### config.mk
export PLATFORM = sky130hd
export DESIGN_NAME = boot_bank_decoder
export DESIGN_NICKNAME = d
export VERILOG_FILES = /design/src/rtl/bootmap_pkg.sv /design/src/rtl/bank_select_decode.sv /design/src/rtl/bank_width_regs.sv /design/src/rtl/boot_bank_decoder.sv
export SDC_FILE = /design/constraint.sdc
export NUM_CORES = 1
export LEC_CHECK = 0
export BUFFER_PORTS_ARGS = -buffer_cell sky130_fd_sc_hd__buf_2
export CORE_MARGIN = 10
export CORE_UTILIZATION = 45
export CTS_BUF_LIST = sky130_fd_sc_hd__clkbuf_4
export CTS_CLUSTER_DIAMETER = 60
export DETAILED_ROUTE_END_ITERATION = 10
export MAX_ROUTING_LAYER = met4
export PLACE_DENSITY = 0.74
export SYNTH_ARGS = -nofsm -noshare
export SYNTH_HDL_FRONTEND = slang
export SYNTH_SLANG_ARGS = --single-unit
### constraint.sdc
create_clock -name clk -period 1.8 [get_ports clk]
set_input_delay 0.09 -clock clk [delete_from_list [all_inputs] [get_ports clk]]
set_output_delay 0.09 -clock clk [all_outputs]
set_load 0.1 [all_outputs]
### src/rtl/bootmap_pkg.sv
`timescale 1ns/1ps
package bootmap_pkg;
  localparam int unsigned WCODE_W = 2;

  typedef enum logic [WCODE_W-1:0] {
    BW_8    = 2'd0,
    BW_16   = 2'd1,
    BW_32   = 2'd2,
    BW_KEEP = 2'd3
  } bus_width_e;

  // Map a reset strap code to a width code; the "keep" code gives 8-bit.
  function automatic logic [WCODE_W-1:0] strap_to_width(input logic [WCODE_W-1:0] s);
    if (s == BW_KEEP) return BW_8;
    return s;
  endfunction
endpackage

### src/rtl/bank_select_decode.sv
`timescale 1ns/1ps
module bank_select_decode #(
  parameter int unsigned NUM_BANKS   = 8,
  parameter int unsigned IDX_W       = 3,
  parameter int unsigned BOOT_BANK   = 7,
  parameter int unsigned SHADOW_BANK = 0
) (
  input  logic                 clk,
  input  logic                 rst,
  input  logic                 req_valid,
  input  logic [IDX_W-1:0]     req_bank,
  input  logic                 remap,
  output logic [NUM_BANKS-1:0] cs
);
  localparam logic [IDX_W-1:0] BOOT_IDX   = IDX_W'(BOOT_BANK);
  localparam logic [IDX_W-1:0] SHADOW_IDX = IDX_W'(SHADOW_BANK);

  logic [IDX_W-1:0]     target;
  logic [NUM_BANKS-1:0] hit;

  // Shadow redirect: the bank 0 region goes to the boot bank while remap is low.
  always_comb begin
    if (!remap && req_bank == SHADOW_IDX) target = BOOT_IDX;
    else                                  target = req_bank;
  end

  for (genvar k = 0; k < NUM_BANKS; k++) begin : g_hit
    assign hit[k] = req_valid && (target == IDX_W'(k));
  end

  always_ff @(posedge clk) begin
    if (rst) cs <= '0;
    else     cs <= hit;
  end
endmodule

### src/rtl/bank_width_regs.sv
`timescale 1ns/1ps
module bank_width_regs
  import bootmap_pkg::*;
#(
  parameter int unsigned               NUM_BANKS = 8,
  parameter int unsigned               IDX_W     = 3,
  parameter int unsigned               BOOT_BANK = 7,
  parameter logic [NUM_BANKS*2-1:0]    RESET_W   = 16'h2186
) (
  input  logic                   clk,
  input  logic                   rst,
  input  logic [WCODE_W-1:0]     width_strap,
  input  logic                   wr_en,
  input  logic [IDX_W-1:0]       wr_bank,
  input  logic [WCODE_W-1:0]     wr_width,
  output logic [NUM_BANKS*WCODE_W-1:0] widths
);
  logic wr_legal;
  assign wr_legal = wr_en && (wr_width != BW_KEEP);

  for (genvar k = 0; k < NUM_BANKS; k++) begin : g_field
    logic [WCODE_W-1:0] rst_val;
    if (k == BOOT_BANK) begin : g_boot
      assign rst_val = strap_to_width(width_strap);
    end else begin : g_fixed
      assign rst_val = RESET_W[k*WCODE_W +: WCODE_W];
    end

    always_ff @(posedge clk) begin
      if (rst)
        widths[k*WCODE_W +: WCODE_W] <= rst_val;
      else if (wr_legal && wr_bank == IDX_W'(k))
        widths[k*WCODE_W +: WCODE_W] <= wr_width;
    end
  end
endmodule

### src/rtl/boot_bank_decoder.sv
`timescale 1ns/1ps
module boot_bank_decoder
  import bootmap_pkg::*;
#(
  parameter int unsigned            NUM_BANKS   = 8,
  parameter int unsigned            BOOT_BANK   = 7,
  parameter int unsigned            SHADOW_BANK = 0,
  parameter logic [NUM_BANKS*2-1:0] RESET_W     = 16'h2186,
  localparam int unsigned           IDX_W       = $clog2(NUM_BANKS)
) (
  input  logic                          clk,
  input  logic                          rst,
  input  logic                          req_valid,
  input  logic [IDX_W-1:0]              req_bank,
  input  logic                          remap,
  input  logic [1:0]                    width_strap,
  input  logic                          wr_en,
  input  logic [IDX_W-1:0]              wr_bank,
  input  logic [1:0]                    wr_width,
  output logic [NUM_BANKS-1:0]          bank_cs,
  output logic [NUM_BANKS*WCODE_W-1:0]  bank_width
);
  bank_select_decode #(
    .NUM_BANKS(NUM_BANKS), .IDX_W(IDX_W),
    .BOOT_BANK(BOOT_BANK), .SHADOW_BANK(SHADOW_BANK)
  ) u_sel (
    .clk(clk), .rst(rst), .req_valid(req_valid), .req_bank(req_bank),
    .remap(remap), .cs(bank_cs)
  );

  bank_width_regs #(
    .NUM_BANKS(NUM_BANKS), .IDX_W(IDX_W),
    .BOOT_BANK(BOOT_BANK), .RESET_W(RESET_W)
  ) u_wid (
    .clk(clk), .rst(rst), .width_strap(width_strap), .wr_en(wr_en),
    .wr_bank(wr_bank), .wr_width(wr_width), .widths(bank_width)
  );
endmodule

==> summary.md <==
| Metric | Value |
|---|---|
| Outcome | complete, no violations |
| Yosys reg bits | 24 |
| Vias in the first global route | slightly above 800 |
| CP Capture Type | output port |
| Postcts setup bufs | 0 |
| Placed instance count | about 150 |
| Setup TNS | 0 ns |
| Yosys warning count | 0 |
| Pre-CTS setup slack | 0.755 ns |
| Synth cell count leaders | dfxtp_1, mux2i_1, nand2b_1 |
| Cell Rows | 16 |
| RSZ-0062 raised after global routing | false |
| Root buf cell | clkbuf_4 |
| Antenna violation net count after detailed routing | 0 |
| Crit-path slowest cell | buf_2 |
| Nets@finish | between 100 and 150 |
| Worst Hold Class | in -> reg |
| Post-Route Skew | 0 ns |
| Final Power | 1.01 mW |
| Worst-path clk slew | roughly 0.13 ns |
| Synth area leaders | dfxtp_1, mux2i_1, nand2b_1 |
| Area Overhead vs Synth | 27.3% |
| Cell taking the most area after synthesis | dfxtp_1 |
| Relative slew slack | 0.668 |
| I/O Pins | 39 |
| Cell area after synthesis | 966 µm² |
| Grt ovf | 0 |
| Netlist cell types | 24 |
| Max clock buf depth | 2 |
| Syn Area/Cell | approximately 11 µm² |
| WS Path Type | reg -> out |
| TritonCTS Buffers | 3 |
| # hold bufs at CTS | 2 |
| Count leader, synth | dfxtp_1 |
| Max-cap violations | 0 |
| Critical Path, Cell by Cell | buf_2 |
| Syn_nets | 106 |
| Core area | 0.00200 mm² |
| CTS tree | done |
| Share of cells above drive strength 1 | 0.368 |
| Initial cell density of the core | 0.482 |
| Synth top area share | 0.456 |
| WP data required | around 1.7 ns |
| Final Util | 0.614 |
| WL per Instance | about 13 µm |
| Vias | around 790 |
| Initial antenna violation count | 0 |
| Die Wd | 66.3 µm |
| First-pass GRT wire length | about 3.6 mm |
| Cell area after layout | roughly 0.0012 mm² |
| GRT Util Overall | 0.107 |
| Vias per cell | just under 5 |
| Pwr per Cell Area | between 800 and 900 mW/mm² |
| Top FF cell, synth | dfxtp_1 |
| Worst-path fanout max | 2 |
| Post-synth EDFFs | 2 |
| F_max | roughly 0.84 GHz |
| Hold Worst Slack | slightly above 0.02 ns |
| Worst VDD drop | 0.611 mV |
| Drt first-iter violations | 7 |
| Final non-filler cell total | 160 |
| Crit share post-route | 0.664 |
| Cell Area, Placed | ~0.0012 mm² |
| Final setup fails | 0 |
| PortBufs | 38 |
| Slowest Stage Delay on Critical Path | between 0.4 and 0.5 ns |
| Clk sink count | 24 |
| Setup ws final | 0.604 ns |
| Placer Congestion | slightly below 0.8 |
| Least-Margin Pin Slew | between 0.5 and 0.6 ns |
| Async S/R FF share, synth | 0 |
| Register area share after synthesis | 0.518 |
| Max Transition Viols Final | 0 |
| Crit-path leading delay family | buffers and inverters |
| Leakage power | between 0.6 and 0.7 nW |
| Largest net degree at the start of global routing | 27 |
| Bufs and invs on worst path | 1 |
| Worst endpoint data arrival time | 1.11 ns |
| H-tree lvl count | 1 |
| Post-synthesis cell count | 91 |
| # diodes | 0 |
| Routed WL | between 2 and 2.5 mm |
| Final Hold Vio Count | 0 |
| TritonRoute pass-1 iters | 2 |
| # resized after CTS | 0 |
| Drc violations | 0 |
| Setup crit start kind | register |
| Hpwl dp | 1.68 mm |
| Die Ht | between 60 and 70 µm |
| Die area | ~0.0044 mm² |
| Post-layout min period | 1.20 ns |
| Worst skew pair latency | around 0.31 ns |
==> cell families (layout without fill, tap and decap cells) <==
logic type | after synthesis | in the layout | share of synthesized area
buf+inv | 2 | 44 | 0.0104
simple gates | 45 | 45 | 0.272
flops | 24 | 24 | 0.518
compound gates | 7 | 7 | 0.0648
mux | 13 | 13 | 0.135
==> routing by layer <==
layer / wire length (µm) / GRT usage
met1: 912 / 0.106
met2: 972 / 0.166
met3: 214 / 0.0508
met4: 46 / 0.0628
met5: 0 / -
==> path summary, 6_finish.rpt <==
check                                startpoint         endpoint  slack, ns  cells past startpoint
worst max-delay path            u_wid.widths[4]    bank_width[4]       0.60                      1
worst min-delay path                  req_valid      u_sel.cs[1]       0.02                      3
worst max register to register  u_wid.widths[1]  u_wid.widths[1]       1.08                      2
worst min register to register  u_wid.widths[5]  u_wid.widths[5]       0.48                      2
==> power breakdown <==
group          switching, mW  internal [mW]
combinational          0.150         0.0463
sequential           0.00381          0.552
clock                  0.154          0.102
==> cell type report <==
| cell class | instances | area, µm² |
|---|---|---|
| Clock buffer | 4 | 30.0 |
| Fill cell | 183 | 772 |
| Multi-Input combinational cell | 65 | 455 |
| Sequential cell | 24 | 500 |
| Tap cell | 27 | 33.8 |
| Timing Repair Buffer | 40 | 210 |
==> cells in the final DEF (no fill, tap or decap), drive strengths merged <==
master | netlist | routed
buf | 2 | 38
dfxtp | 22 | 22
mux2i | 13 | 13
nand2b | 12 | 12
nor2 | 10 | 10
nand2 | 9 | 9
clkbuf | 0 | 4
and4 | 2 | 2
nand3b | 2 | 2
nor3 | 2 | 2
nor4 | 2 | 2
and3b | 2 | 2
dlygate4sd3 | 0 | 2
edfxtp | 2 | 2
a21oi | 2 | 2
nor3b | 2 | 2
a21boi | 1 | 1
a41o | 1 | 1
o21ai | 1 | 1
and2 | 1 | 1
nand4 | 1 | 1
a211oi | 1 | 1
a31oi | 1 | 1
==> flip-flops by register name (all words and copies together) (netlist names) <==
signal / count
u_sel.cs: 8
u_wid.widths: 16
==> worst min-delay path: stages <==
cell and delay (ns):
buf_2 0.13, nand2_1 0.06, nor2_1 0.03
Note: power is estimated with default switching activity, not from simulation.
